[src/rtl/hdlc_tx_pkg.sv]
package hdlc_tx_pkg;

  typedef enum logic [1:0] {
    ST_FLAG  = 2'd0,
    ST_DATA  = 2'd1,
    ST_CRC   = 2'd2,
    ST_ABORT = 2'd3
  } tx_state_e;

  localparam logic [7:0]  FLAG_BYTE    = 8'h7E;
  localparam logic [7:0]  ABORT_BYTE   = 8'hFF;
  localparam logic [15:0] CRC_POLY_REV = 16'h8408;
  localparam logic [15:0] CRC_INIT     = 16'hFFFF;
  localparam logic [2:0]  STUFF_RUN    = 3'd5;

  // one bit of the reflected CRC-16 shift
  function automatic logic [15:0] crc_step(input logic [15:0] c, input logic b);
    logic fb;
    fb = c[0] ^ b;
    return {1'b0, c[15:1]} ^ (fb ? CRC_POLY_REV : 16'h0000);
  endfunction

  function automatic logic stuffable(input tx_state_e s);
    return (s == ST_DATA) || (s == ST_CRC);
  endfunction

endpackage

[src/rtl/hdlc_tx_fifo.sv]
module hdlc_tx_fifo #(
  parameter int DEPTH = 64,
  parameter int WIDTH = 9
) (
  input  logic             clk,
  input  logic             rst_n,
  input  logic             push,
  input  logic [WIDTH-1:0] push_data,
  input  logic             pop,
  output logic [WIDTH-1:0] head,
  output logic             full,
  output logic             empty
);
  localparam int AW = (DEPTH > 1) ? $clog2(DEPTH) : 1;
  localparam int CW = $clog2(DEPTH + 1);
  localparam logic [AW-1:0] LAST_IDX = AW'(DEPTH - 1);
  localparam logic [CW-1:0] FULL_CNT = CW'(DEPTH);

  logic [WIDTH-1:0] mem [DEPTH];
  logic [AW-1:0]    wr_ptr, rd_ptr;
  logic [CW-1:0]    count;

  assign full  = (count == FULL_CNT);
  assign empty = (count == '0);
  assign head  = mem[rd_ptr];

  always_ff @(posedge clk) begin
    if (push) mem[wr_ptr] <= push_data;
  end

  always_ff @(posedge clk) begin
    if (!rst_n) begin
      wr_ptr <= '0;
      rd_ptr <= '0;
      count  <= '0;
    end else begin
      if (push) wr_ptr <= (wr_ptr == LAST_IDX) ? '0 : wr_ptr + 1'b1;
      if (pop)  rd_ptr <= (rd_ptr == LAST_IDX) ? '0 : rd_ptr + 1'b1;
      case ({push, pop})
        2'b10:   count <= count + 1'b1;
        2'b01:   count <= count - 1'b1;
        default: count <= count;
      endcase
    end
  end

  a_r10_count_bound: assert property (@(posedge clk) disable iff (!rst_n)
    count <= FULL_CNT);
  a_r10_full_empty_excl: assert property (@(posedge clk) disable iff (!rst_n)
    !(full && empty));
  a_r9_no_write_full: assert property (@(posedge clk) disable iff (!rst_n)
    (full && !pop) |=> full);
  a_r6_no_pop_empty: assert property (@(posedge clk) disable iff (!rst_n)
    pop |-> !empty);

endmodule

[src/rtl/hdlc_tx_event.sv]
module hdlc_tx_event (
  input  logic clk,
  input  logic rst_n,
  input  logic set_i,
  input  logic clr_i,
  output logic evt_o
);
  always_ff @(posedge clk) begin
    if (!rst_n)     evt_o <= 1'b0;
    else if (set_i) evt_o <= 1'b1;
    else if (clr_i) evt_o <= 1'b0;
  end

  a_r8_set_wins: assert property (@(posedge clk) disable iff (!rst_n)
    set_i |=> evt_o);
  a_r7_hold: assert property (@(posedge clk) disable iff (!rst_n)
    (evt_o && !clr_i) |=> evt_o);
  a_r7_clear: assert property (@(posedge clk) disable iff (!rst_n)
    (clr_i && !set_i) |=> !evt_o);

endmodule

[src/rtl/hdlc_tx_serializer.sv]
module hdlc_tx_serializer
  import hdlc_tx_pkg::*;
(
  input  logic       clk,
  input  logic       rst_n,
  input  logic       q_empty,
  input  logic [7:0] q_data,
  input  logic       q_last,
  output logic       q_pop,
  output logic       uflow,
  output logic       tx_bit
);
  tx_state_e   st, n_st, u_st;
  logic [15:0] sh, n_sh, u_sh;
  logic [4:0]  left, n_left, u_left;
  logic [2:0]  ones, n_ones;
  logic [15:0] crc, n_crc, crc_base;
  logic        last_q, n_last, n_bit;

  always_comb begin
    n_st = st; n_sh = sh; n_left = left; n_ones = ones;
    n_crc = crc; n_last = last_q; n_bit = tx_bit;
    u_st = st; u_sh = sh; u_left = left; crc_base = crc;
    q_pop = 1'b0; uflow = 1'b0;
    if (stuffable(st) && ones == STUFF_RUN) begin
      n_bit  = 1'b0;
      n_ones = '0;
    end else begin
      if (left == '0) begin
        case (st)
          ST_FLAG: begin
            if (!q_empty) begin
              u_st = ST_DATA; u_sh = {8'h00, q_data}; u_left = 5'd8;
              q_pop = 1'b1; n_last = q_last; crc_base = CRC_INIT;
            end else begin
              u_st = ST_FLAG; u_sh = {8'h00, FLAG_BYTE}; u_left = 5'd8;
            end
          end
          ST_DATA: begin
            if (last_q) begin
              u_st = ST_CRC; u_sh = ~crc; u_left = 5'd16;
            end else if (!q_empty) begin
              u_st = ST_DATA; u_sh = {8'h00, q_data}; u_left = 5'd8;
              q_pop = 1'b1; n_last = q_last;
            end else begin
              u_st = ST_ABORT; u_sh = {8'h00, ABORT_BYTE}; u_left = 5'd8;
              uflow = 1'b1;
            end
          end
          default: begin
            u_st = ST_FLAG; u_sh = {8'h00, FLAG_BYTE}; u_left = 5'd8;
          end
        endcase
      end
      n_bit  = u_sh[0];
      n_sh   = {1'b0, u_sh[15:1]};
      n_left = u_left - 5'd1;
      n_st   = u_st;
      if (stuffable(u_st)) n_ones = u_sh[0] ? 3'(ones + 3'd1) : '0;
      else                 n_ones = '0;
      if (u_st == ST_DATA) n_crc = crc_step(crc_base, u_sh[0]);
    end
  end

  always_ff @(posedge clk) begin
    if (!rst_n) begin
      st <= ST_FLAG; sh <= '0; left <= '0; ones <= '0;
      crc <= CRC_INIT; last_q <= 1'b0; tx_bit <= 1'b1;
    end else begin
      st <= n_st; sh <= n_sh; left <= n_left; ones <= n_ones;
      crc <= n_crc; last_q <= n_last; tx_bit <= n_bit;
    end
  end

  a_r4_run_bound: assert property (@(posedge clk) disable iff (!rst_n)
    stuffable(st) |-> ones <= STUFF_RUN);
  a_r6_abort_first_one: assert property (@(posedge clk) disable iff (!rst_n)
    uflow |=> tx_bit);
  a_r6_abort_enters: assert property (@(posedge clk) disable iff (!rst_n)
    uflow |=> st == ST_ABORT);
  a_r6_no_pop_empty_q: assert property (@(posedge clk) disable iff (!rst_n)
    q_pop |-> !q_empty);

endmodule

[src/rtl/hdlc_tx_abort.sv]
module hdlc_tx_abort #(
  parameter int DEPTH = 64
) (
  input  logic       clk,
  input  logic       rst_n,
  input  logic       wr_valid,
  output logic       wr_ready,
  input  logic [7:0] wr_data,
  input  logic       wr_last,
  output logic       tx_bit,
  output logic       fifo_full,
  output logic       fifo_empty,
  input  logic       evt_rd,
  output logic       underrun_evt
);
  localparam int EW = 9;

  logic          push, pop, uflow;
  logic [EW-1:0] head;

  assign wr_ready = !fifo_full;
  assign push     = wr_valid && wr_ready;

  hdlc_tx_fifo #(.DEPTH(DEPTH), .WIDTH(EW)) u_fifo (
    .clk(clk), .rst_n(rst_n), .push(push), .push_data({wr_last, wr_data}),
    .pop(pop), .head(head), .full(fifo_full), .empty(fifo_empty)
  );

  hdlc_tx_serializer u_ser (
    .clk(clk), .rst_n(rst_n), .q_empty(fifo_empty), .q_data(head[7:0]),
    .q_last(head[8]), .q_pop(pop), .uflow(uflow), .tx_bit(tx_bit)
  );

  hdlc_tx_event u_evt (
    .clk(clk), .rst_n(rst_n), .set_i(uflow), .clr_i(evt_rd), .evt_o(underrun_evt)
  );

  a_r9_ready_full: assert property (@(posedge clk) disable iff (!rst_n)
    fifo_full |-> !push);

endmodule

[config.mk]
export PLATFORM = sky130hd
export DESIGN_NAME = hdlc_tx_abort
export DESIGN_NICKNAME = d
export VERILOG_FILES = /design/src/rtl/hdlc_tx_pkg.sv /design/src/rtl/hdlc_tx_fifo.sv /design/src/rtl/hdlc_tx_event.sv /design/src/rtl/hdlc_tx_serializer.sv /design/src/rtl/hdlc_tx_abort.sv
export SDC_FILE = /design/constraint.sdc
export NUM_CORES = 1
export LEC_CHECK = 0
export ABC_CLOCK_PERIOD_IN_PS = 5200
export BUFFER_PORTS_ARGS = -buffer_cell sky130_fd_sc_hd__clkbuf_2
export CORE_MARGIN = 4
export CORE_UTILIZATION = 30
export CTS_CLUSTER_DIAMETER = 150
export DETAILED_ROUTE_END_ITERATION = 10
export GPL_ROUTABILITY_DRIVEN = 1
export PLACE_DENSITY = 0.45
export SYNTH_ARGS = -nofsm -noshare
export SYNTH_HDL_FRONTEND = slang
export SYNTH_SLANG_ARGS = --single-unit
export TNS_END_PERCENT = 1
[constraint.sdc]
create_clock -name clk -period 5.2 [get_ports clk]
set_input_delay 0 -clock clk [delete_from_list [all_inputs] [get_ports clk]]
set_output_delay 0 -clock clk [all_outputs]
set_load 0.02 [all_outputs]
* Yosys cells after proc, flatten, opt, wreduce, memory -nomap -nowiden *
Memories as Yosys holds them, arrays and structs flattened. A register that Yosys moved wholly into a read port is not among the register bits.
Cells that the tools add are included.

cells by class
  bitwise operators = 7
  $add $sub $neg = 6
  muxes and demuxes = 45
  reduce and logical (&&, ||, !) cells = 14
  eq/ne operators = 11

operators with widths
  kind                   count
  $mux W16               8
  $pmux W16 S2           1
  $mux W6                4
  $mux W5                4
  $mux W1                18
  $mux W8                2
  $not A16 Y16           1
  $xor A15 B16 Y16       1
  $pmux W7 S2            1
  $add A6 B1 Y6 const B  2
  $eq A6 B6 Y1 const B   2
  $mux W2                4
  $add A7 B1 Y7 const B  1
  $eq A7 B7 Y1 const B   1
  $logic_not A7 Y1       1
  $sub A7 B1 Y7 const B  1
  $eq A2 B1 Y1 const B   3
  $eq A2 B2 Y1 const B   3
  $reduce_bool A2 Y1     3
  $logic_not A5 Y1       1
  $sub A5 B1 Y5 const B  1
  $not A1 Y1             4
  $pmux W1 S2            2
  $pmux W2 S2            1
  11 further kinds       13

word-level totals
  bits in writable memories = 576
  word-level logic and storage cells = 95
  memories kept = 1
  bits of input ports = 13
  register bits = 63
  output and inout bits = 5

memory list
  name        words  width  read ports  clocked after memory_dff  write ports  line                source
  u_fifo.mem  64     9      1           1                         1            hdlc_tx_fifo.sv:19  logic [WIDTH-1:0] mem [DEPTH];

* Depth between registers and ports, before layout *
Gate-level depths: netlist of run 1.

  word-level depth = 10
  gate-level depth with buffers = 17

* Cells and area by module *
From an unflattened synthesis of run 1, not the netlist that was laid out.

unflattened totals
  cell total of the unflattened synthesis = 1430
  area total of the unflattened synthesis = 25776.0 um^2

by module, submodules not included
  module              instances  cells each  area an instance (um^2)  sequential area each (um^2)
  hdlc_tx_fifo        1          1179        23642.7                  17797.1
  hdlc_tx_serializer  1          246         2082.0                   860.8
  hdlc_tx_event       1          3           41.3                     20.0
  hdlc_tx_abort       1          2           10.0                     0.0

* Worst setup path after synthesis of run 1 *
OpenSTA, ideal clock, no wires.

  path type = reg2reg
  start = reg u_ser.left[2]
  end = reg u_fifo.count[6]
  clock period less this slack = 3774 ps
  path buffers = 2
  arrival = 3699 ps
  data required time = 5124 ps
  cell stages (with the launch flop) = 15
  setup slack = 1426 ps
  cell sequence = dfxtp_1 -> or4_4 -> or2_0 -> buf_2 -> nor3_4 -> ha_1 -> buf_1 -> xor2_1 -> ha_1 -> a21oi_1 -> o21ai_0 -> a221oi_1 -> a222oi_1 -> or3_1 -> a21boi_0

on the way
  cells in the longest elaborated chain, start to end = 5
  elaborated cells between the ends (all ways) = 7

ends and longest elaborated chain
  item                                               line                      source
  from (decl)                                        hdlc_tx_serializer.sv:15  logic [4:0] left, n_left, u_left;
  from (signal assigned)                             hdlc_tx_serializer.sv:70  st <= n_st; sh <= n_sh; left <= n_left; ones <= n_ones;
  $logic_not A5 Y1 (*)                               hdlc_tx_serializer.sv:29  if (left == '0) begin
  $mux W1 (*)                                        hdlc_tx_serializer.sv:29
  $mux W1 (*)                                        hdlc_tx_serializer.sv:25  if (stuffable(st) && ones == STUFF_RUN) begin
  $eq A2 B1 Y1 or $eq A2 B2 Y1 (tied branches)       hdlc_tx_fifo.sv:39        case ({push, pop})
  $pmux W7 S2 or $reduce_bool A2 Y1 (tied branches)  --
  to (signal assigned)                               hdlc_tx_fifo.sv:40        2'b10: count <= count + 1'b1;
  to (signal assigned)                               hdlc_tx_fifo.sv:41        2'b01: count <= count - 1'b1;
  to (signal assigned)                               hdlc_tx_fifo.sv:42        default: count <= count;
  to (decl)                                          hdlc_tx_fifo.sv:21        logic [CW-1:0] count;

Every way passes the cells marked *; elsewhere a longest branch is shown, timed or not.
A chain may end at the register's enable or synchronous reset.

* Worst setup path after layout of run 1 *
  start = reg u_ser.st[1]
  end = reg u_fifo.count[6]

on the way
  cells in the longest elaborated chain, start to end = 6
  elaborated cells between the ends (all ways) = 12

ends and longest elaborated chain
  item                                               line                                                source
  from (decl)                                        hdlc_tx_serializer.sv:13                            tx_state_e st, n_st, u_st;
  from (signal assigned)                             hdlc_tx_serializer.sv:70
  $eq A2 B1 Y1 (tied with other cells)               hdlc_tx_pkg.sv:24, hdlc_tx_serializer.sv:30
  $pmux W1 S2 or $logic_or A1 B1 Y1 (tied branches)  hdlc_tx_serializer.sv:30, hdlc_tx_pkg.sv:24
  $mux W1 or $logic_and A1 B1 Y1 (tied branches)     hdlc_tx_serializer.sv:29, hdlc_tx_serializer.sv:25
  $mux W1 (*)                                        hdlc_tx_serializer.sv:25
  $eq A2 B1 Y1 or $eq A2 B2 Y1 (tied branches)       hdlc_tx_fifo.sv:39
  $pmux W7 S2 or $reduce_bool A2 Y1 (tied branches)  --

Marked as above.

==> results of run 1 <==
==> registers in the layout (all words and copies together), names as in the netlist, 2 cells and up, named ones only <==
signal,count
u_fifo.mem,576
u_ser.crc,16
u_ser.sh,15
u_fifo.count,7
u_fifo.rd_ptr,6
u_fifo.wr_ptr,6
u_ser.left,5
u_ser.ones,3
u_ser.st,2
==> worst min path at each step <==
stage / to / slack [ns]
global route: u_fifo.mem[6][0]$_DFFE_PP_ / 0.07
detailed placement: u_evt.evt_o$_SDFFE_PN0P_ / 0.27
global placement: u_evt.evt_o$_SDFFE_PN0P_ / 0.26
CTS: u_fifo.mem[6][0]$_DFFE_PP_ / 0.04
finish: u_fifo.mem[6][0]$_DFFE_PP_ / 0.04
floorplan: u_fifo.mem[0][0]$_DFFE_PP_ / 0.1
==> synthesized netlist by cell type (13+ instances only) <==
library cell	n	share of area [%]
dfxtp_1	69	5.4
nand3_1	14	0.27
o21ai_0	28	0.55
mux4_2	170	15
nand2_1	66	0.97
o22ai_1	15	0.37
nor3_1	21	0.41
xor2_1	15	0.52
edfxtp_1	576	68
nor2_1	112	1.6
a21oi_1	30	0.59
clkbuf_1	30	0.44
buf_2	26	0.51
a31oi_1	15	0.37
inv_1	13	0.19
mux2i_1	23	0.90
==> critical path, stage by stage, from the launching register on <==
cell and delay [ns]:
dfxtp_1 0.32, inv_1 0.09, ha_1 0.21, inv_1 0.11
nor2_1 0.30, o21ai_0 0.36, nor3_4 0.42, ha_1 0.56
xor2_1 0.13, ha_1 0.20, a21oi_1 0.23, o21ai_0 0.13
a221oi_1 0.46, o21bai_1 0.13, a222oi_1 0.27, o21ai_0 0.12
a21boi_0 0.16
==> through the flow <==
step	area, um^2	utilization [%]	cells	power, uW	hold slack, ns
after floorplan	25500	-	1357	7660	0.0989
after global placement	26900	32.1	2466	8390	0.261
after detailed placement	26900	32.1	2466	8400	0.268
after CTS	29200	34.8	2599	13300	0.0446
after global routing	29200	34.8	2599	13700	0.0728
final	29200	34.8	2599	13100	0.0434
==> cell usage in the layout (no fill, tap or decap), types with 10 or more instances in the layout <==
master,n
dfxtp_1,66
buf_4,32
nand3_1,14
nand2_1,66
clkinv_1,20
o22ai_1,15
clkbuf_2,17
xor2_1,15
a211oi_1,10
mux4_2,170
nor2_1,112
edfxtp_1,576
inv_1,13
o211ai_1,10
nor3_1,21
mux2i_1,23
a21oi_1,30
ha_1,11
a31oi_1,15
clkbuf_1,16
o21ai_0,28
clkbuf_16,75
or3_1,11
==> report_power, final <==
group / internal, uW / switching [uW] / leakage, uW / total (uW)
sequential: 5740 / 133 / 0.00575 / 5880
combinational: 1070 / 1300 / 0.00208 / 2370
clock: 2910 / 1990 / 0.00111 / 4900
==> layout make-up <==
cell class                 instances  area [um^2]
fill                            7829        54700
sequential                       645        18700
multi-input combinational        621         6400
clock buffer                      93         1960
tap                             1134         1420
timing repair buffer              55          415
clock inverter                    37          297
inverter                          14         52.6
==> cells by family after synthesis <==
group,synth area share [%]
AOI/OAI and AO/OA,3.10
xor gates and xnor gates,0.687
adders and majority gates,0.540
buffers and inverters,1.63
DFF,73.3
muxes,15.9
and+or+nand+nor,4.85
==> per-layer routing <==
layer	routed length, um	vias to the layer above	track usage [%]	part of all wire, %
met1	28400	6812	19.4	46
li1	-	5591	-	-
met3	2880	80	2.66	4.6
met2	29100	284	21.7	47
met5	0	-	0	0
met4	1510	0	4.39	2.4
==> qor.csv, run 1 <==
metric,value,unit
drv_cap,0,
critPathKind,reg2reg,
tightest_slew,1.23,ns
worst_setup_path_start_kind,flip-flop,
worstPathMaxFanout,15,
skew,0.0342,ns
synth_area_per_cell,18.8,um^2
critPathRequiredTime,5.71,ns
routed_wl,61900,um
grt_setup_unrepaired,false,
area_growth,14.7,%
rows,106,
timing.final.crit_period,4.32,ns
grt_first_pass_wirelength,91100,um
synth_seq_cells,645,
clock.fmax,231,MHz
critPathLaunch,u_ser.st[1]$_SDFFE_PN0N_,
grt_pass1_vias,13100,
r2r_end,u_fifo.count[6]$_SDFFE_PN0P_,
timing.final.ws_setup,0.879,ns
io_pins,18,
track_usage,13.8,%
clkSlewWorstSetupHoldPaths,0.06,ns
end_kind,flip-flop,
cts_resized,0,
syn_nets,1381,
post-route-period-util,83.1,%
slew_viol_final,0,
dp_hpwl,36900,um
irDropWorstVdd,0.275,mV
antenna_found_initial,0,
clk-insertion-delay-late,0.61,ns
chipWidth,300,um
pre_cts_ws,0.974,ns
ys_seq_area_share,73.3,%
tns,0,ns
netlist_area,25500,um^2
io_buffers,17,
viasPerCell,4.91,
min-delay-start,wr_data[0],
yosys_warnings,0,
ant_nets,0,
synth_cell_type_count,57,
wl_per_cell,23.8,um
cts_tree,done,
reg2reg_slack,0.88,ns
setup_viol,0,
holdPathStages,2,
synth-edff-count,576,
cts_max_level,3,
fin_nets,1433,
r2r_start,u_ser.st[1]$_SDFFE_PN0N_,
firstDrtPassIters,5,
status,"complete, no violations",
power_density,449,nW/um^2
hold_violations,0,
vias,12800,
cts_buffers,72,
first_iter_violations,948,
overflow,0,
grt_max_degree,69,
hp-class,in2reg,
num_antenna_cells,0,
drc,0,
crit_arrival,4.83,ns
die_h,300,um
drive_gt1_share,22.7,%
start_util,30.4,%
async_flop_share,0,%
gp_congestion,0.780,
core_area,84000,um^2
synthFlopType,edfxtp_1,
critPathCapture,u_fifo.count[6]$_SDFFE_PN0P_,
cts_sinks,645,
post_cts_buffers,0,
cts-hold-fix-buffers,3,
relSlewSlack,18.2,%
dieArea,89700,um^2
syn_inst,1357,
r2r_cells,16,
root_buffer,clkbuf_16,
p_leak,0.00893,uW
cts_buffer_depth,3,
Power figures use the tool's default switching activity.
==> inputs of run 2 (changes only) <==
--- a/config.mk
+++ b/config.mk
@@ -5,14 +5,14 @@
 export SDC_FILE = /design/constraint.sdc
 export NUM_CORES = 1
 export LEC_CHECK = 0
-export ABC_CLOCK_PERIOD_IN_PS = 5200
+export ABC_CLOCK_PERIOD_IN_PS = 3490
 export BUFFER_PORTS_ARGS = -buffer_cell sky130_fd_sc_hd__clkbuf_2
 export CORE_MARGIN = 4
 export CORE_UTILIZATION = 30
 export CTS_CLUSTER_DIAMETER = 150
 export DETAILED_ROUTE_END_ITERATION = 10
 export GPL_ROUTABILITY_DRIVEN = 1
-export PLACE_DENSITY = 0.45
+export PLACE_DENSITY = 0.46
 export SYNTH_ARGS = -nofsm -noshare
 export SYNTH_HDL_FRONTEND = slang
 export SYNTH_SLANG_ARGS = --single-unit
==> constraint.sdc (replaced) <==
create_clock -name clk -period 3.49 [get_ports clk]
set_input_delay 0 -clock clk [delete_from_list [all_inputs] [get_ports clk]]
set_output_delay 0 -clock clk [all_outputs]
set_load 0.02 [all_outputs]
==> qor.csv, run 2 (synthesized netlist as in run 1, its figures left out) <==
metric,value,unit
status,"complete, no violations",
viasPerCell,4.87,
cts_sinks,645,
root_buffer,clkbuf_16,
p_leak,0.00921,uW
whs,0.0288,ns
worstPathMaxFanout,4,
timing.final.crit_period,3.21,ns
drv_cap,0,
overflow,0,
crit_path_max_incr_delay,0.55,ns
tns,0,ns
final_cell_mix,"edfxtp_1 (576), mux4_2 (170), nor2_1 (112), clkbuf_16 (76), buf_4 (74)",
cts_tree,done,
reg_top3,"u_fifo.mem: 576 flops, u_ser.crc: 16 flops, u_ser.sh: 15 flops",
drive_gt1_share,25.7,%
wl_per_cell,23.6,um
antenna_found_initial,2,
irDropWorstVdd,0.380,mV
first_iter_violations,905,
io_pins,18,
tightest_slew,1.26,ns
die_h,300,um
dieArea,89700,um^2
fill_cells,7824,
hp-class,in2reg,
end_kind,flip-flop,
crit_top_cell,xor2_1,
grt_first_pass_wirelength,92300,um
clock.fmax,311,MHz
track_usage,13.9,%
firstDrtPassIters,5,
grt_pass1_vias,13300,
slew_viol_final,0,
seq_area,18700,um^2
area_growth,16.5,%
worst_setup_path_start_kind,flip-flop,
multi_input_area,6420,um^2
relSlewSlack,15.8,%
setup_viol,0,
power_density,670,nW/um^2
chipWidth,300,um
top_register,u_fifo.mem,
clkSlewWorstSetupHoldPaths,0.06,ns
core_area,84000,um^2
critPathKind,reg2reg,
io_buffers,17,
skew,0.0187,ns
layout_commonest_cell,edfxtp_1,
largest_reg_flops,576,
fin_nets,1480,
vias,12900,
post-route-period-util,92.1,%
routed_wl,62500,um
critPathRequiredTime,4.01,ns
gp_congestion,0.760,
cts_buffer_depth,3,
cts_buffers,73,
cts_max_level,3,
crit_arrival,3.73,ns
grt_max_degree,65,
cp_cell_sequence,or4_4 > or2_1 > nor3_4 > ha_2 > xor2_1 > ha_1 > a21oi_2 > nor4b_1 > a221oi_2 > buf_4 > xor2_1 > or3_1 > a21oi_1,
crit_path_top_delay_cell,or4_4,
dp_hpwl,39700,um
start_util,30.4,%
drc,0,
hold_violations,0,
grt_setup_unrepaired,false,
rows,106,
ant_nets,0,
clk-insertion-delay-late,0.61,ns
==> run 2: cell count changes in the layout (fill, tap and decap cells not counted), sizes merged <==
cell      delta
inv          -2
clkinvlp     +2
buf         +46
bufinv       -1
diode        +1
clkbuf       +3
clkinv       -2
==> run 2: layout make-up <==
type | count | area share, %
antenna | 1 | 0.00843
clock inverter | 34 | 1.06
tap | 1134 | 4.78
inverter | 14 | 0.177
multi-input combinational | 621 | 21.6
clock buffer | 96 | 6.69
timing repair buffer | 101 | 2.73
sequential | 645 | 62.9
==> run 2: path summary, 6_finish.rpt <==
| check | from | to | slack (ns) | cells past startpoint |
|---|---|---|---|---|
| worst max-delay path | u_ser.left[2]$_SDFFE_PN0N_ | u_fifo.count[4]$_SDFFE_PN0P_ | 0.28 | 13 |
| worst min-delay path | wr_data[4] | u_fifo.mem[10][4]$_DFFE_PP_ | 0.03 | 2 |
| worst max register to register | u_ser.left[2]$_SDFFE_PN0N_ | u_fifo.count[4]$_SDFFE_PN0P_ | 0.28 | 13 |
| worst min register to register | u_evt.evt_o$_SDFFE_PN0P_ | u_evt.evt_o$_SDFFE_PN0P_ | 0.47 | 2 |
==> run 2: layer usage <==
layer / track usage (%) / part of all wire (%)
met1: 20.0 / 47
met2: 22.0 / 47
met3: 2.53 / 4.2
met4: 3.60 / 2.1
met5: 0 / 0
==> run 2: worst max-delay path: cells and delay by family, from the launching register on <==
family | cells | cell delay [ns]
compound gates | 3 | 0.28
xor+xnor | 2 | 0.30
fa+ha+maj | 2 | 0.39
buf+inv | 1 | 0.16
flops | 1 | 0.34
simple gates | 5 | 1.67
==> run 2: power breakdown <==
| group | internal, uW | total, uW | switching, uW |
|---|---|---|---|
| logic | 1800 | 3790 | 1990 |
| clock network | 4320 | 7350 | 3030 |
| registers | 8560 | 8760 | 202 |
| total | 14700 | 19900 | 5210 |
==> run 2: what timing repair did <==
| action | CTS | global route |
|---|---|---|
| gates resized for setup | 0 | 4 |
| setup buffers | 0 | 1 |
| hold buffers | 3 | 0 |
| hold endpoints to repair | 16 | 0 |
| setup endpoints to repair | 0 | 2 |
==> run 2: per-stage QoR <==
stage | cells | instance area, um^2 | util [%] | total power, uW | setup WS [ns]
after detailed placement | 2511 | 27300 | 32.6 | 12800 | 0.174
after floorplan | 1357 | 25500 | - | 11400 | 0.0304
after global routing | 2645 | 29700 | 35.4 | 20800 | 0.0133
after CTS | 2644 | 29700 | 35.3 | 20200 | 0.152
after global placement | 2511 | 27300 | 32.6 | 12700 | 0.197
final | 2646 | 29700 | 35.4 | 19900 | 0.277
==> inputs of run 3 (changes only) <==
--- a/config.mk
+++ b/config.mk
@@ -7,13 +7,16 @@
 export LEC_CHECK = 0
 export ABC_CLOCK_PERIOD_IN_PS = 3490
 export BUFFER_PORTS_ARGS = -buffer_cell sky130_fd_sc_hd__clkbuf_2
+export CELL_PAD_IN_SITES_DETAIL_PLACEMENT = 0
+export CELL_PAD_IN_SITES_GLOBAL_PLACEMENT = 2
 export CORE_MARGIN = 4
 export CORE_UTILIZATION = 30
 export CTS_CLUSTER_DIAMETER = 150
 export DETAILED_ROUTE_END_ITERATION = 10
 export GPL_ROUTABILITY_DRIVEN = 1
-export PLACE_DENSITY = 0.46
+export PLACE_DENSITY = 0.56
 export SYNTH_ARGS = -nofsm -noshare
 export SYNTH_HDL_FRONTEND = slang
+export SYNTH_HIERARCHICAL = 1
 export SYNTH_SLANG_ARGS = --single-unit
 export TNS_END_PERCENT = 1
==> qor.csv, run 3 <==
metric,value,unit
status,"complete, no violations",
cp_cell_sequence,buf_4 > mux4_2 > a2111oi_0 > buf_4 > o41ai_1 > nor2_1 > o221ai_1 > o211ai_1 > a21boi_0,
track_usage,14.7,%
gp_congestion,0.763,
slew_viol_final,0,
synth_area_leader_cell,edfxtp_1,
syn_inst,1430,
synthTopCellsByCount,"edfxtp_1 (576), mux4_2 (143), nor2_1 (113)",
cts_buffers,73,
overflow,0,
synth_cell_type_count,66,
path_depth,9,
timing.final.ws_setup,0.208,ns
start_util,30.3,%
crit_top_cell,buf_4,
clock.fmax,305,MHz
grt_setup_unrepaired,false,
chipWidth,301,um
seq_area,18700,um^2
skew,0.0196,ns
vias,13400,
num_antenna_cells,0,
yosys-top-cells-area,"edfxtp_1 (67%), mux4_2 (12%), dfxtp_1 (5.4%)",
synth-edff-count,576,
post-route-period-util,94.1,%
critPathKind,reg2reg,
dp_hpwl,41900,um
holdPathStages,2,
async_flop_share,0,%
cp_num_buf_inv,2,
grt_pass1_vias,13700,
fin_nets,1546,
wl_per_cell,24.4,um
yosys.area_share.adder,0.631,%
crit_path_top_delay_cell,a2111oi_0,
grt_first_pass_wirelength,97300,um
critPathCapture,u_ser/sh[4]$_SDFFE_PN0N_,
io_buffers,17,
routed_wl,66400,um
synth_seq_cells,645,
ys_seq_area_share,72.5,%
syn_nets,1456,
synthFlopType,edfxtp_1,
die_h,301,um
synth-xor-area-share,0.646,%
pre_cts_ws,-0.0677,ns
netlist_area,25800,um^2
ant_nets,0,
critical_path.top_delay_family,compound AO/OA/AOI/OAI gates,
worstPathMaxFanout,25,
rows,107,
synth_top_family_by_area,multiplexers,
core_area,85100,um^2
crit_arrival,3.76,ns
top_register,u_fifo/mem,
clkSlewWorstSetupHoldPaths,0.06,ns
dieArea,90700,um^2
layout_commonest_cell,edfxtp_1,
drv_cap,0,
drive_gt1_share,23.4,%
muxShareOfSynthArea,14.1,%
clk-insertion-delay-late,0.59,ns
hp-class,in2reg,
r2r_end,u_ser/sh[4]$_SDFFE_PN0N_,
viasPerCell,4.92,
worst_setup_path_start_kind,flip-flop,
end_kind,flip-flop,
timing.final.crit_period,3.28,ns
cts_max_level,3,
final_cells,2720,
cts_tree,done,
largest_reg_flops,576,
root_buffer,clkbuf_16,
area_growth,15.4,%
io_pins,18,
final_cell_mix,"edfxtp_1 (576), mux4_2 (143), nor2_1 (113), nand2_1 (79), buf_4 (77)",
drc,0,
first_iter_violations,1014,
post-synth-top-count-cell,edfxtp_1,
placed_cells,2577,
cts_buffer_depth,3,
hold_violations,0,
power_density,645,nW/um^2
tightest_slew,1.21,ns
irDropWorstVdd,0.296,mV
yosys.area_share.simple,5.15,%
setup_viol,0,
relSlewSlack,19.3,%
critPathRequiredTime,3.97,ns
synth_area_per_cell,18.0,um^2
p_leak,0.00911,uW
reg_top3,"u_fifo/mem: 576 flops, u_ser/crc: 16 flops, u_ser/sh: 15 flops",
whs,0.0833,ns
yosys_warnings,6,
post-route-util,34.9,%
multi_input_area,6610,um^2
r2r_cells,9,
grt_max_degree,65,
crit_path_max_incr_delay,0.95,ns
antenna_found_initial,1,
synth_top_area_share,67.1,%
fill_cells,8091,
reg2reg_slack,0.21,ns
synth-compound-area-share,4.97,%
cts_sinks,645,
firstDrtPassIters,7,
tns,0,ns
run 3: worst reg2reg max path, delay by kind of cell, from the launching register on:
kind / cells / cell delay [ns]
AOI/OAI and AO/OA: 5 / 1.33
muxes: 1 / 0.38
DFF: 1 / 0.64
and+or+nand+nor: 1 / 0.13
buffers and inverters: 2 / 0.70
run 3: where the power goes:
| part | leakage (uW) | switching, uW | total [uW] | internal, uW |
|---|---|---|---|---|
| combinational | 0.00230 | 1920 | 3400 | 1480 |
| sequential | 0.00575 | 151 | 8720 | 8570 |
| clock | 0.00106 | 3010 | 7050 | 4050 |
run 3: worst min-delay path by stage:
stage / from / end
2_1_floorplan: wr_data[0] / u_fifo/mem[0][0]$_DFFE_PP_
3_3_place_gp: evt_rd / u_evt/evt_o$_SDFFE_PN0P_
3_5_place_dp: evt_rd / u_evt/evt_o$_SDFFE_PN0P_
4_1_cts: wr_valid / u_fifo/wr_ptr[0]$_SDFFE_PN0P_
5_1_grt: wr_data[0] / u_fifo/mem[30][0]$_DFFE_PP_
6_report: wr_data[0] / u_fifo/mem[6][0]$_DFFE_PP_
run 3: final cells by class:
type,instances,area share (%)
Timing Repair Buffer,103,2.70
Tap cell,1144,4.81
Clock inverter,36,0.803
Clock buffer,95,6.48
Multi-Input combinational cell,685,22.2
Sequential cell,645,62.8
Inverter,12,0.151
run 3: layer usage:
metal / GRT usage, % / vias up / routed length [um]
met1: 20.7 / 7099 / 30800
li1: - / 5947 / -
met4: 3.88 / 0 / 1270
met3: 2.12 / 84 / 2410
met5: 0 / - / 0
met2: 24.0 / 263 / 31900
run 3: through the flow:
stage	total power (uW)	area (um^2)
after floorplan	11200	25800
after global placement	12300	27500
after detailed placement	12300	27500
after CTS	19400	29700
after global routing	20100	29800
final	19200	29800
run 3: logic make-up (layout without fill, tap and decap cells):
logic type      count (synthesis)  after routing
simple gates                  286            286
fa+ha+maj                      13             13
flops                         645            645
buf+inv                       100            246
mux                           183            183
xor+xnor                       19             19
compound gates                184            184
run 3: timing repair:
action	in CTS	in global routing
endpoints found under the setup margin	1	2
hold buffers	4	0
gates resized for setup	1	0
endpoints found under the hold margin	23	0
pin swaps	0	0
setup buffers	0	8
